`config.mk`:
```
export PLATFORM = sky130hd
export DESIGN_NAME = intc_arbiter
export DESIGN_NICKNAME = d
export VERILOG_FILES = /design/src/rtl/intc_pkg.sv /design/src/rtl/intc_lowest.sv /design/src/rtl/intc_pend_bank.sv /design/src/rtl/intc_arbiter.sv
export SDC_FILE = /design/constraint.sdc
export NUM_CORES = 1
export LEC_CHECK = 0
export BUFFER_PORTS_ARGS = -buffer_cell sky130_fd_sc_hd__buf_4
export CORE_MARGIN = 5
export CORE_UTILIZATION = 30
export CTS_CLUSTER_DIAMETER = 30
export DETAILED_ROUTE_END_ITERATION = 12
export PLACE_DENSITY = 0.51
export REMOVE_ABC_BUFFERS = 1
export SLEW_MARGIN = 20
export SYNTH_ARGS = -nofsm -noshare
export SYNTH_HDL_FRONTEND = slang
export SYNTH_HIERARCHICAL = 1
export SYNTH_SLANG_ARGS = --single-unit
```
`constraint.sdc`:
```
create_clock -name clk -period 3.9 [get_ports clk]
set_input_delay 0.585 -clock clk [delete_from_list [all_inputs] [get_ports clk]]
set_output_delay 0.585 -clock clk [all_outputs]
set_load 0.01 [all_outputs]
```
`src/rtl/intc_pkg.sv`:
```
package intc_pkg;
   typedef enum logic [2:0] {
      A_PEND   = 3'd0,
      A_MASK   = 3'd1,
      A_MODE   = 3'd2,
      A_INSERV = 3'd3,
      A_OFFSET = 3'd4
   } intc_addr_e;
endpackage

```
`src/rtl/intc_lowest.sv`:
```
module intc_lowest #(
   parameter int N  = 32,
   parameter int IW = 5
) (
   input  logic [N-1:0]  vec,
   output logic [N-1:0]  onehot,
   output logic [IW-1:0] idx,
   output logic          any
);
   always_comb begin
      idx = '0;
      for (int i = N - 1; i >= 0; i--) begin
         if (vec[i]) idx = IW'(i);
      end
   end
   assign onehot = vec & (~vec + N'(1));
   assign any    = |vec;
endmodule

```
`src/rtl/intc_pend_bank.sv`:
```
module intc_pend_bank #(
   parameter int N = 32
) (
   input  logic         clk,
   input  logic         rst_n,
   input  logic [N-1:0] set_i,
   input  logic [N-1:0] clr_i,
   output logic [N-1:0] q
);
   for (genvar g = 0; g < N; g++) begin : g_bit
      always_ff @(posedge clk or negedge rst_n) begin
         if (!rst_n)        q[g] <= 1'b0;
         else if (set_i[g]) q[g] <= 1'b1;
         else if (clr_i[g]) q[g] <= 1'b0;
      end
   end
endmodule

```
`src/rtl/intc_arbiter.sv`:
```
module intc_arbiter
   import intc_pkg::*;
#(
   parameter int NUM_SRC = 32
) (
   input  logic               clk,
   input  logic               rst_n,
   input  logic [NUM_SRC-1:0] src_req,
   input  logic               wr_en,
   input  logic [2:0]         wr_addr,
   input  logic [NUM_SRC-1:0] wr_data,
   input  logic [2:0]         rd_addr,
   output logic [NUM_SRC-1:0] rd_data,
   output logic               irq_o,
   output logic               fiq_o
);
   localparam int IW = (NUM_SRC > 1) ? $clog2(NUM_SRC) : 1;

   if (NUM_SRC < 2 || NUM_SRC > 64) begin : g_bad_param
      $error("intc_arbiter: NUM_SRC must lie in 2..64");
   end

   logic [NUM_SRC-1:0] pend_q, mask_q, mode_q, inserv_q, inserv_d;
   logic [IW-1:0]      offset_q, offset_d;
   logic [NUM_SRC-1:0] fast_sel, cand, cand_oh;
   logic [IW-1:0]      fast_idx, cand_idx;
   logic               fast_any, cand_any, load;
   logic               wr_pend, wr_mask, wr_mode, wr_isr;

   assign wr_pend = wr_en && (wr_addr == A_PEND);
   assign wr_mask = wr_en && (wr_addr == A_MASK);
   assign wr_mode = wr_en && (wr_addr == A_MODE);
   assign wr_isr  = wr_en && (wr_addr == A_INSERV);

   intc_pend_bank #(.N(NUM_SRC)) u_pend (
      .clk   (clk),
      .rst_n (rst_n),
      .set_i (src_req),
      .clr_i (wr_pend ? wr_data : '0),
      .q     (pend_q)
   );

   intc_lowest #(.N(NUM_SRC), .IW(IW)) u_fast (
      .vec    (mode_q),
      .onehot (fast_sel),
      .idx    (fast_idx),
      .any    (fast_any)
   );

   assign cand = pend_q & ~mask_q & ~fast_sel;

   intc_lowest #(.N(NUM_SRC), .IW(IW)) u_win (
      .vec    (cand),
      .onehot (cand_oh),
      .idx    (cand_idx),
      .any    (cand_any)
   );

   assign load = (inserv_q == '0) && cand_any;

   always_comb begin
      inserv_d = inserv_q & ~(wr_isr ? wr_data : '0);
      if (load) inserv_d = cand_oh;
   end

   always_comb begin
      offset_d = offset_q;
      if (load)
         offset_d = cand_idx;
      else if ((inserv_q == '0) && !pend_q[offset_q])
         offset_d = '0;
   end

   always_ff @(posedge clk or negedge rst_n) begin
      if (!rst_n) begin
         mask_q   <= '1;
         mode_q   <= '0;
         inserv_q <= '0;
         offset_q <= '0;
      end else begin
         if (wr_mask) mask_q <= wr_data;
         if (wr_mode) mode_q <= wr_data;
         inserv_q <= inserv_d;
         offset_q <= offset_d;
      end
   end

   always_comb begin
      case (rd_addr)
         A_PEND:   rd_data = pend_q;
         A_MASK:   rd_data = mask_q;
         A_MODE:   rd_data = mode_q;
         A_INSERV: rd_data = inserv_q;
         A_OFFSET: rd_data = NUM_SRC'(offset_q);
         default:  rd_data = '0;
      endcase
   end

   assign irq_o = |inserv_q;
   assign fiq_o = fast_any && |(pend_q & fast_sel);
endmodule

```
==> impl_metrics.env <==
export IMPL_cts_inserted_buffers=17
export IMPL_cts_tree="built"
export IMPL_period_share_pct=95.1
export IMPL_p_sw_w=0.00156
export IMPL_start_util_pct=30.3
export IMPL_hold_viol_final=0
export IMPL_clk_pin_slew_ns=0.06
export IMPL_h_tree_depth=4
export IMPL_crit_buf_inv=4
export IMPL_cp_required_ns=4.21
export IMPL_fmaxAchievable_mhz=269
export IMPL_period_needed_ns=3.71
export IMPL_gr_total_overflow=0
export IMPL_syn_cell_area_sq_um=8120
export IMPL_place_ws_ns=-0.0705
export IMPL_cpMostUsedCell="buf_4"
export IMPL_gp_congestion=0.914
export IMPL_clock_sinks=133
export IMPL_port_buffers=106
export IMPL_fill_cells=2664
export IMPL_drt_iter0_drc=458
export IMPL_worst_slew_pin_slew_ns=0.846
export IMPL_status="complete, no violations"
export IMPL_drive_above_1_share_pct=38.2
export IMPL_worstSetupEndpointType="register"
export IMPL_ios=107
export IMPL_swShare_pct=31.9
export IMPL_first_pass_iters=5
export IMPL_fin_skew_ns=0.00883
export IMPL_multiInputGateArea_sq_um=4420
export IMPL_hp_class="in2async"
export IMPL_slew_viol_final=0
export IMPL_worstPathMaxFanout=14
export IMPL_die_h_um=175
export IMPL_drcViolationCount=0
export IMPL_grt_pass1_vias=6886
export IMPL_hold_buffers=0
export IMPL_finalWirelength_mm=27.7
export IMPL_layout_nets=990
export IMPL_worstPathArrival_ns=4.02
export IMPL_coreArea_sq_um=26800
export IMPL_timing_rr_start="mode_q[3]"
export IMPL_ff_latch_area_sq_um=3370
export IMPL_leakage_nw=4.15
export IMPL_area_growth_pct=26.5
export IMPL_n_antenna_cell=0
export IMPL_reg2regPathDepth=15
export IMPL_synth_avg_cell_area_sq_um=10.5
export IMPL_clk_latency_ns=0.43
export IMPL_clock_root_buffer="clkbuf_16"
export IMPL_grt_pass1_wl_mm=43.3
export IMPL_critPathKind="reg2reg"
export IMPL_slew_headroom_pct=43.6
export IMPL_cpPeakStageDelay_ns=0.44
export IMPL_dr_total_vias=6902
export IMPL_holdWs_ns=0.225
export IMPL_setup_ws_ns=0.189
export IMPL_viasPerCell=5.43
export IMPL_r2r_slack_ns=0.19
export IMPL_rsz0062_at_grt="false"
export IMPL_postRouteAntennaNets=0
export IMPL_p_seq_share_pct=39.3
export IMPL_die_w_um=175
export IMPL_powerDensity_nw_per_um2=476
export IMPL_power_frac_comb_pct=25.8
export IMPL_setup_tns_ns=0
export IMPL_ctsLongestPathBuffers=2
export IMPL_p_int_w=0.00333
export IMPL_cpMaxStageDelayCell="or3_4"
export IMPL_grt_max_degree=86
export IMPL_grt_use_total_pct=18.4
export IMPL_cap_violations=0
export IMPL_syn_inst=771
export IMPL_crit_family="simple AND/OR/NAND/NOR gates"
export IMPL_clkPwrFrac_pct=34.9
export IMPL_wl_per_cell_um=21.8
export IMPL_peakVddDrop_v=0.000300
export IMPL_die_area_sq_um=30500
export IMPL_timing_rr_end="inserv_q[9]"
export IMPL_num_rows=60
export IMPL_finalSetupViolCount=0
export IMPL_total_power_w=0.00489
export IMPL_detailed_place_hpwl_mm=21.2
export IMPL_yosysWarnings=6
export IMPL_antenna_found_initial=0
export IMPL_cp_cell_sequence="nor4_4, buf_4, nand3_2, or3_4, nor4b_2, nor3b_1, nor2_1, and3b_2, and3_1, nand3_1, inv_2, nor3_4, buf_8, buf_4, a22o_1"
export IMPL_crit_path_start_kind="register"
[power by group through the flow]
stage,registers [W],clock network (W),logic [W]
2_1_floorplan,0.00182,0,0.000733
3_3_place_gp,0.00194,0,0.00123
3_5_place_dp,0.00194,0,0.00125
4_1_cts,0.00192,0.00174,0.00126
5_1_grt,0.00196,0.00181,0.00137
6_report,0.00192,0.00171,0.00126
[what timing repair did]
action                     4_1_cts  5_1_grt
pin swaps                        0        2
gates resized for setup          1        8
buffers inserted                 0        0
setup endpoints to repair        5       27
[how the worst max path moves through the flow]
stage	start	end	slack, ns	cells after the start
after detailed placement	mode_q[3]	inserv_q[8]	-0.07	14
after CTS	mode_q[8]	inserv_q[8]	0.02	14
final	mode_q[3]	inserv_q[9]	0.19	15
after global placement	mode_q[3]	inserv_q[28]	0.08	13
after global routing	mode_q[3]	inserv_q[8]	0.02	14
after floorplan	mode_q[3]	inserv_q[26]	0.46	12
[through the flow]
stage,area (sq um),cells,util [%]
finish,10300,1271,38.3
global route,10300,1271,38.3
CTS,10200,1271,38.2
detailed placement,9610,1239,35.9
global placement,9600,1238,35.8
floorplan,7900,733,-
[worst reg2reg max path, cell delays in order, from the launching register on]
cell	delay, ns
dfrtp_1	0.42
nor4_4	0.41
buf_4	0.19
nand3_2	0.08
or3_4	0.45
nor4b_2	0.36
nor3b_1	0.16
nor2_1	0.19
and3b_2	0.21
and3_1	0.20
nand3_1	0.13
inv_2	0.13
nor3_4	0.10
buf_8	0.18
buf_4	0.16
a22o_1	0.22
[layout by cell type (no fill, tap or decap), types with 11 or more instances in the layout]
| cell | instances |
|---|---|
| inv_1 | 47 |
| a21o_1 | 32 |
| nor2_1 | 29 |
| dfrtp_1 | 101 |
| mux2_2 | 68 |
| and2_1 | 42 |
| a22oi_1 | 26 |
| and3_1 | 14 |
| a22o_2 | 13 |
| a221o_1 | 25 |
| nor4_1 | 20 |
| nor2b_1 | 11 |
| clkbuf_16 | 17 |
| a22o_1 | 49 |
| nand2_1 | 55 |
| dfstp_2 | 32 |
| buf_4 | 162 |
| nor3b_1 | 40 |
[final cells by class]
| type | count | area share (%) |
|---|---|---|
| clock inverters | 12 | 1.49 |
| well taps | 341 | 4.15 |
| multi-input cells | 552 | 43.0 |
| flip-flops and latches | 133 | 32.8 |
| clock buffers | 20 | 4.54 |
| inverters | 48 | 1.75 |
| repair buffers | 165 | 12.3 |
[registers in the layout, summed over array words and instances (netlist names)]
register and count:
u_pend/q 32, offset_q 5, mask_q 32, mode_q 32, inserv_q 32
[routing by layer]
layer | global-route usage (%) | vias up | wire length [um]
li1 | - | 3210 | -
met1 | 25.7 | 3468 | 12800
met2 | 28.9 | 199 | 12900
met3 | 4.07 | 25 | 1520
met4 | 4.42 | 0 | 451
met5 | 0 | - | 0
No activity file was read; power rests on OpenSTA's default activity.
